==> config.mk <==
export PLATFORM = sky130hd
export DESIGN_NAME = dac_par_seq
export DESIGN_NICKNAME = d
export VERILOG_FILES = /design/src/rtl/dac_par_seq.sv
export SDC_FILE = /design/constraint.sdc
export NUM_CORES = 1
export LEC_CHECK = 0
export CAP_MARGIN = 20
export CORE_MARGIN = 1
export CORE_UTILIZATION = 30
export CTS_BUF_LIST = sky130_fd_sc_hd__clkbuf_8
export DETAILED_ROUTE_END_ITERATION = 16
export PLACE_DENSITY_LB_ADDON = 0.15
export SYNTH_ARGS = -nofsm -noshare
export SYNTH_HDL_FRONTEND = slang
export SYNTH_SLANG_ARGS = --single-unit
==> constraint.sdc <==
create_clock -name clk -period 2.25 [get_ports clk]
set_clock_uncertainty 0.15 [all_clocks]
set_input_delay 0.3375 -clock clk [delete_from_list [all_inputs] [get_ports clk]]
set_output_delay 0.3375 -clock clk [all_outputs]
set_load 0.1 [all_outputs]
==> src/rtl/dac_par_seq.sv <==
module dac_par_seq #(
  parameter int DATA_W        = 12,
  parameter int CLK_PERIOD_NS = 8,
  parameter int T_SETUP_NS    = 30,
  parameter int T_STROBE_NS   = 45,
  parameter int T_HOLD_NS     = 20,
  parameter int T_RESET_NS    = 40
) (
  input  logic              clk,
  input  logic              rst_n,
  output logic              req_ready,
  input  logic              wr_valid,
  input  logic [DATA_W-1:0] wr_code,
  input  logic              clr_valid,
  input  logic              sd_valid,
  input  logic              sd_enter,
  output logic [DATA_W-1:0] dac_data,
  output logic              dac_cs_n,
  output logic              dac_clr_n,
  output logic              dac_sleep_n,
  output logic [DATA_W-1:0] shadow_code
);
  function automatic int to_cyc(input int ns);
    int c;
    c = (ns + CLK_PERIOD_NS - 1) / CLK_PERIOD_NS;
    return (c < 1) ? 1 : c;
  endfunction

  localparam int SETUP_CYC  = to_cyc(T_SETUP_NS);
  localparam int STROBE_CYC = to_cyc(T_STROBE_NS);
  localparam int HOLD_CYC   = to_cyc(T_HOLD_NS);
  localparam int RESET_CYC  = to_cyc(T_RESET_NS);
  localparam int MAX_A      = (SETUP_CYC > STROBE_CYC) ? SETUP_CYC : STROBE_CYC;
  localparam int MAX_B      = (HOLD_CYC > RESET_CYC) ? HOLD_CYC : RESET_CYC;
  localparam int MAX_CYC    = (MAX_A > MAX_B) ? MAX_A : MAX_B;
  localparam int CNT_W      = $clog2(MAX_CYC + 1);

  typedef enum logic [2:0] {S_IDLE, S_SETUP, S_STROBE, S_HOLD, S_CLEAR} state_t;

  state_t           state;
  logic [CNT_W-1:0] cnt;
  wire              cnt_done = (cnt == '0);

  assign req_ready = (state == S_IDLE);

  always_ff @(posedge clk or negedge rst_n) begin
    if (!rst_n) begin
      state       <= S_CLEAR;
      cnt         <= CNT_W'(RESET_CYC - 1);
      dac_data    <= '0;
      dac_cs_n    <= 1'b1;
      dac_clr_n   <= 1'b0;
      dac_sleep_n <= 1'b1;
      shadow_code <= '0;
    end else begin
      case (state)
        S_IDLE: begin
          if (clr_valid) begin
            state       <= S_CLEAR;
            cnt         <= CNT_W'(RESET_CYC - 1);
            dac_clr_n   <= 1'b0;
            shadow_code <= '0;
          end else if (wr_valid) begin
            state    <= S_SETUP;
            cnt      <= CNT_W'(SETUP_CYC - 1);
            dac_data <= wr_code;
          end else if (sd_valid) begin
            dac_sleep_n <= !sd_enter;
          end
        end
        S_SETUP: begin
          if (cnt_done) begin
            state    <= S_STROBE;
            cnt      <= CNT_W'(STROBE_CYC - 1);
            dac_cs_n <= 1'b0;
          end else cnt <= cnt - 1'b1;
        end
        S_STROBE: begin
          if (cnt_done) begin
            state       <= S_HOLD;
            cnt         <= CNT_W'(HOLD_CYC - 1);
            dac_cs_n    <= 1'b1;
            shadow_code <= dac_data;
          end else cnt <= cnt - 1'b1;
        end
        S_HOLD: begin
          if (cnt_done) state <= S_IDLE;
          else cnt <= cnt - 1'b1;
        end
        S_CLEAR: begin
          if (cnt_done) begin
            state     <= S_IDLE;
            dac_clr_n <= 1'b1;
          end else cnt <= cnt - 1'b1;
        end
        default: state <= S_IDLE;
      endcase
    end
  end
endmodule

==> impl_metrics.yaml, run 1 <==
clock_network:
  cts_htree_levels: 2
  cts_buffers: 5
  cts.sinks: 33
  ctsHoldBuffers: 0
  clock_path_buffers: 2
  cts_tree: "done"
  worstSkewPairLatency_ns: 0.28
  clk_pin_slew_ns: 0.07
  cts-root-buf: "clkbuf_8"
  cts_setup_buffers: 0
cells_and_area:
  multi_input_area_um2: 689.4
  final_cell_area_um2: 2158
  drive_above_1_share_pct: 35.91
  nets: 200
  antenna_cells: 0
  syn_to_final_growth_pct: 36.36
  fill_cells: 497
  register_area_um2: 830.8
  final_core_util_pct: 42.26
logic_synthesis:
  yosysTopAreaCellShare_pct: 45.85
  synthDistinctLibCells: 40
  syn_nets: 151
  synth_warnings: 0
  avgSynthCellArea_um2: 12.08
  synth-edff-count: 0
  yosysSeqAreaShare_pct: 52.49
  yosysMostFrequentCell: "dfrtp_1"
  synth_area_leaders: "dfrtp_1, mux2_2, dfstp_2"
  synthCells: 131
  synth_area_um2: 1583
  synthTopCellsByCount: "dfrtp_1, a22o_1, mux2_2"
  async_reset_ff_share_pct: 100.0
  synth_seq_cells: 33
  synth_top_area_cell: "dfrtp_1"
  ys.flop_type: "dfrtp_1"
die:
  die_w_um: 74.64
  die_h_um: 74.64
  num_rows: 26
  core_um2: 5107
  start_util_pct: 30.99
  die_area_um2: 5570
  pin_count: 46
global_route:
  use_met2_pct: 20.62
  grt_usage_pct: 13.87
  grt_pass1_wl_mm: 5.740
  grt_pass1_vias: 1141
  grt_antenna_before_repair: 0
  grt_max_degree: 34
  grt_overflow_total: 0
  grtUsageMet1_pct: 19.58
  grt_util_met3_pct: 4.284
  busiest_layer: "met2"
drt:
  totalWireLength_mm: 3.592
  first_pass_iters: 4
  drc: 0
  drt.antenna.violating_nets: 0
  vias: 1210
  viasPerCell: 4.821
  wire_per_inst_um: 14.31
  drtIter0Drc: 98
sta:
  finalSetupTns_ns: 0
  slew_headroom_pct: 65.83
  tightestPinTransition_ns: 0.5102
  rsz0062_at_grt: "false"
  finalHoldViolCount: 0
  max_freq_ghz: 0.4846
  fin_crit_sh_pct: 91.70
  slew_viol_final: 0
  setup_violations: 0
  min_period_ns: 2.063
  whs_ns: 0.3040
hold_path:
  worstHoldPathType: "in2async"
worst_setup_path:
  path_buf_inv: 2
  r2r_slack_ns: 0.19
  worstPathArrival_ns: 2.08
  cp_slowest_stage_delay_ns: 0.41
  crit_fanout: 6
  worst-setup-path-type: "reg2reg"
  end_kind: "flip-flop"
  slowest_stage: "dfrtp_1"
  critPathTopFamily: "compound AO/OA/AOI/OAI gates"
  crit_path_cell_trace: "inv_1 > ha_1 > buf_4 > nand2b_1 > a311oi_1 > o221ai_1 > mux2_4"
  crit_required_ns: 2.27
  cp-start-kind: "flip-flop"
flow_run:
  maxCapViolations: 0
outcome:
  outcome: "complete, no violations"
place:
  dpl.hpwl_mm: 2.533
  io_buffers: 45
  gp_congestion: 0.7551
  postPlaceCellArea_um2: 2054
[worst reg2reg max path, stage by stage (launching register included)]
cell      delay (ns)
dfrtp_1         0.41
inv_1           0.11
ha_1            0.22
buf_4           0.14
nand2b_1        0.16
a311oi_1        0.32
o221ai_1        0.15
mux2_4          0.29
[cells by family after synthesis]
kind of cell,after synthesis,share of synthesized area [%]
AO/OA/AOI/OAI,36,17.31
flip-flops,33,52.49
XOR/XNOR,1,0.5535
AND/OR/NAND/NOR,30,11.86
adder cells (fa/ha/maj),2,1.581
buffers and inverters,12,4.111
multiplexers,17,12.09
[registers in the layout, indices dropped and copies added, names as in the netlist]
| name | flops |
|---|---|
| state | 3 |
| cnt | 3 |
| dac_sleep_n | 1 |
| dac_cs_n | 1 |
| dac_data | 12 |
| shadow_code | 12 |
| dac_clr_n | 1 |
[cell usage in the layout (no fill, tap or decap), types with 2 or more instances in the layout]
cell type         n
buf_4            33
a21o_1            3
o21ai_0           5
clkdlybuf4s50_1  17
nand2_1           4
dfstp_2           4
nor3b_1           2
a21oi_1           4
inv_1             3
nor2b_1           6
clkbuf_8          7
or3_4             2
mux2i_1           3
ha_1              2
mux2_2           12
dfrtp_1          29
a22o_1           12
nand2b_1          3
nor2_1            6
[routing by layer]
| layer | vias to the layer above | wire (um) |
|---|---|---|
| met5 | - | 0 |
| met4 | 0 | 14 |
| met3 | 2 | 174 |
| met2 | 36 | 1715 |
| met1 | 595 | 1686 |
| li1 | 577 | - |
[path summary, 6_finish.rpt]
check                            startpoint     endpoint  cells after the start
worst max-delay path                 cnt[0]       cnt[0]                      7
worst min-delay path                  rst_n     state[0]                      2
worst max register to register       cnt[0]       cnt[0]                      7
worst min register to register  dac_sleep_n  dac_sleep_n                      2
max in group asynchronous             rst_n     dac_cs_n                      2
min in group clk                dac_sleep_n  dac_sleep_n                      2
[area by class of cell]
class	count	share of cell area, %
timing repair buffer	51	20.29
tap	70	4.058
sequential	33	38.49
inverter	3	0.5217
clock buffer	7	4.464
multi-input combinational	86	31.94
clock inverter	1	0.2319
[metrics by stage]
step,setup WS (ns),std cells
global route,0.1059,251
finish,0.1866,251
floorplan,0.3165,131
CTS,0.05289,251
global placement,0.1586,243
detailed placement,0.07621,243
[repair_timing]
| action | CTS | global route |
|---|---|---|
| resized for setup | 0 | 1 |
| endpoints found under the setup margin | 0 | 12 |
| endpoints found under the hold margin | 0 | 0 |
Power of run 1 is left out: the tool's default activity adds up to more than one toggle a clock period on the data nets, which glitch-free logic cannot reach.
==> inputs of run 2 (changes only) <==
- DONT_BUFFER_PORTS: default -> 1
- clock period: 2.25 -> 2.5 ns (I/O delays scaled with it)
==> run 2 against run 1 <==
Effect of this change: die area unchanged; largest cell class unchanged; clock-buffer cell count down 2; sequential share of layout area up 6.4 points; highest routed layer unchanged; final cell count down 13%.
==> impl_metrics.yaml, run 2 (synthesis results as in run 1) <==
drt:
  wire_per_inst_um: 14.94
  viasPerCell: 4.959
  drtIter0Drc: 68
  drt.antenna.violating_nets: 0
  totalWireLength_mm: 3.256
  first_pass_iters: 4
  drc: 0
  vias: 1081
worst_setup_path:
  crit_path_start: "cnt[0]"
  cp-start-kind: "flip-flop"
  crit_required_ns: 2.56
  crit_fanout: 12
  slowest_stage: "nor2b_1"
  worstPathArrival_ns: 2.32
  cp_slowest_stage_delay_ns: 0.73
  crit_path_cell_trace: "inv_1 > ha_1 > and4bb_2 > nor2b_1 > a22o_1"
  worst-setup-path-type: "reg2reg"
  r2r_start: "cnt[0]"
  end_kind: "flip-flop"
  r2r_slack_ns: 0.24
sta:
  setup_violations: 0
  min_period_ns: 2.255
  finalSetupTns_ns: 0
  finalHoldViolCount: 0
  rsz0062_at_grt: "false"
  slew_headroom_pct: 37.93
  fin_crit_sh_pct: 90.21
  slew_viol_final: 0
  max_freq_ghz: 0.4434
  tightestPinTransition_ns: 0.9310
place:
  dpl.hpwl_mm: 2.251
  io_buffers: 0
  gp_congestion: 0.8074
cells_and_area:
  reg_top3: "dac_data (12), shadow_code (12)"
  syn_to_final_growth_pct: 17.00
  drive_above_1_share_pct: 30.41
  nets: 167
  antenna_cells: 0
  final_cell_mix: "dfrtp_1, buf_4, mux2_2, a22o_1, nor2b_1"
  final_common_cell: "dfrtp_1"
clock_network:
  cts_tree: "done"
  cts_buffers: 5
  cts-root-buf: "clkbuf_8"
  worstSkewPairLatency_ns: 0.27
  cts_htree_levels: 2
  clock_path_buffers: 2
  clk_pin_slew_ns: 0.07
  cts.sinks: 33
die:
  pin_count: 46
  die_h_um: 74.64
  die_w_um: 74.64
  start_util_pct: 30.99
  core_um2: 5107
  num_rows: 26
  die_area_um2: 5570
global_route:
  grt_pass1_wl_mm: 5.009
  grt_max_degree: 34
  grt_usage_pct: 12.08
  grt_pass1_vias: 1062
  grt_antenna_before_repair: 0
  grt_overflow_total: 0
flow_run:
  maxCapViolations: 0
hold_path:
  worstHoldPathType: "in2reg"
  hp-start: "wr_code[8]"
outcome:
  outcome: "complete, no violations"
==> run 2: area by class of cell <==
cell class	instances	area [um2]
sequential	33	830.8
clock inverter	3	13.76
tap	70	87.58
clock buffer	5	68.82
inverter	3	11.26
timing repair buffer	18	152.6
fill	510	3256
multi-input combinational	86	686.9
==> run 2: repair_timing <==
| item | in CTS | in global routing |
|---|---|---|
| hold buffers | 2 | 1 |
| gates resized for setup | 0 | 0 |
| setup endpoints to repair | 0 | 0 |
| buffers inserted | 0 | 0 |
| endpoints found under the hold margin | 33 | 1 |
==> run 2: stage by stage <==
step           hold WS (ns)  cells  utilization, %  cell area, um2  worst slack, ns
2_1_floorplan      -0.07059    131               -            1583           0.5290
3_3_place_gp       -0.06988    207           33.86            1729           0.3140
3_5_place_dp       -0.06983    207           33.86            1729           0.2466
4_1_cts            0.008151    217           36.06            1842           0.2317
5_1_grt             0.07016    218           36.26            1852           0.1084
6_report            0.09578    218           36.26            1852           0.2447
==> run 2: path summary, 6_finish.rpt <==
kind,to,depth (start not counted)
max in group asynchronous,cnt[2],2
max reg2reg,shadow_code[5],5
max,shadow_code[5],5
min reg2reg,shadow_code[3],1
min in group asynchronous,dac_clr_n,2
min,dac_data[8],1
==> run 2: worst max-delay path, delay by kind of cell, from the launching register on <==
family / cells / cell delay (ns)
DFF: 1 / 0.41
buffers and inverters: 1 / 0.11
AOI/OAI and AO/OA: 1 / 0.27
and+or+nand+nor: 2 / 1.01
adders and majority gates: 1 / 0.25
==> run 2: layer usage <==
layer | vias up | GRT usage (%) | wire, um
met4 | 0 | 4.822 | 49
met2 | 33 | 18.52 | 1580
li1 | 512 | - | -
met3 | 5 | 5.221 | 161
met5 | - | 0 | 0
met1 | 531 | 15.00 | 1465
Power of run 2 is left out for the same reason.
==> inputs of run 3 (changes only) <==
- ABC_CLOCK_PERIOD_IN_PS: default -> 2500
==> results of run 3 <==
No change in the layout: final DEF, timing and power equal those of run 2.
Power of run 3 is left out for the same reason.
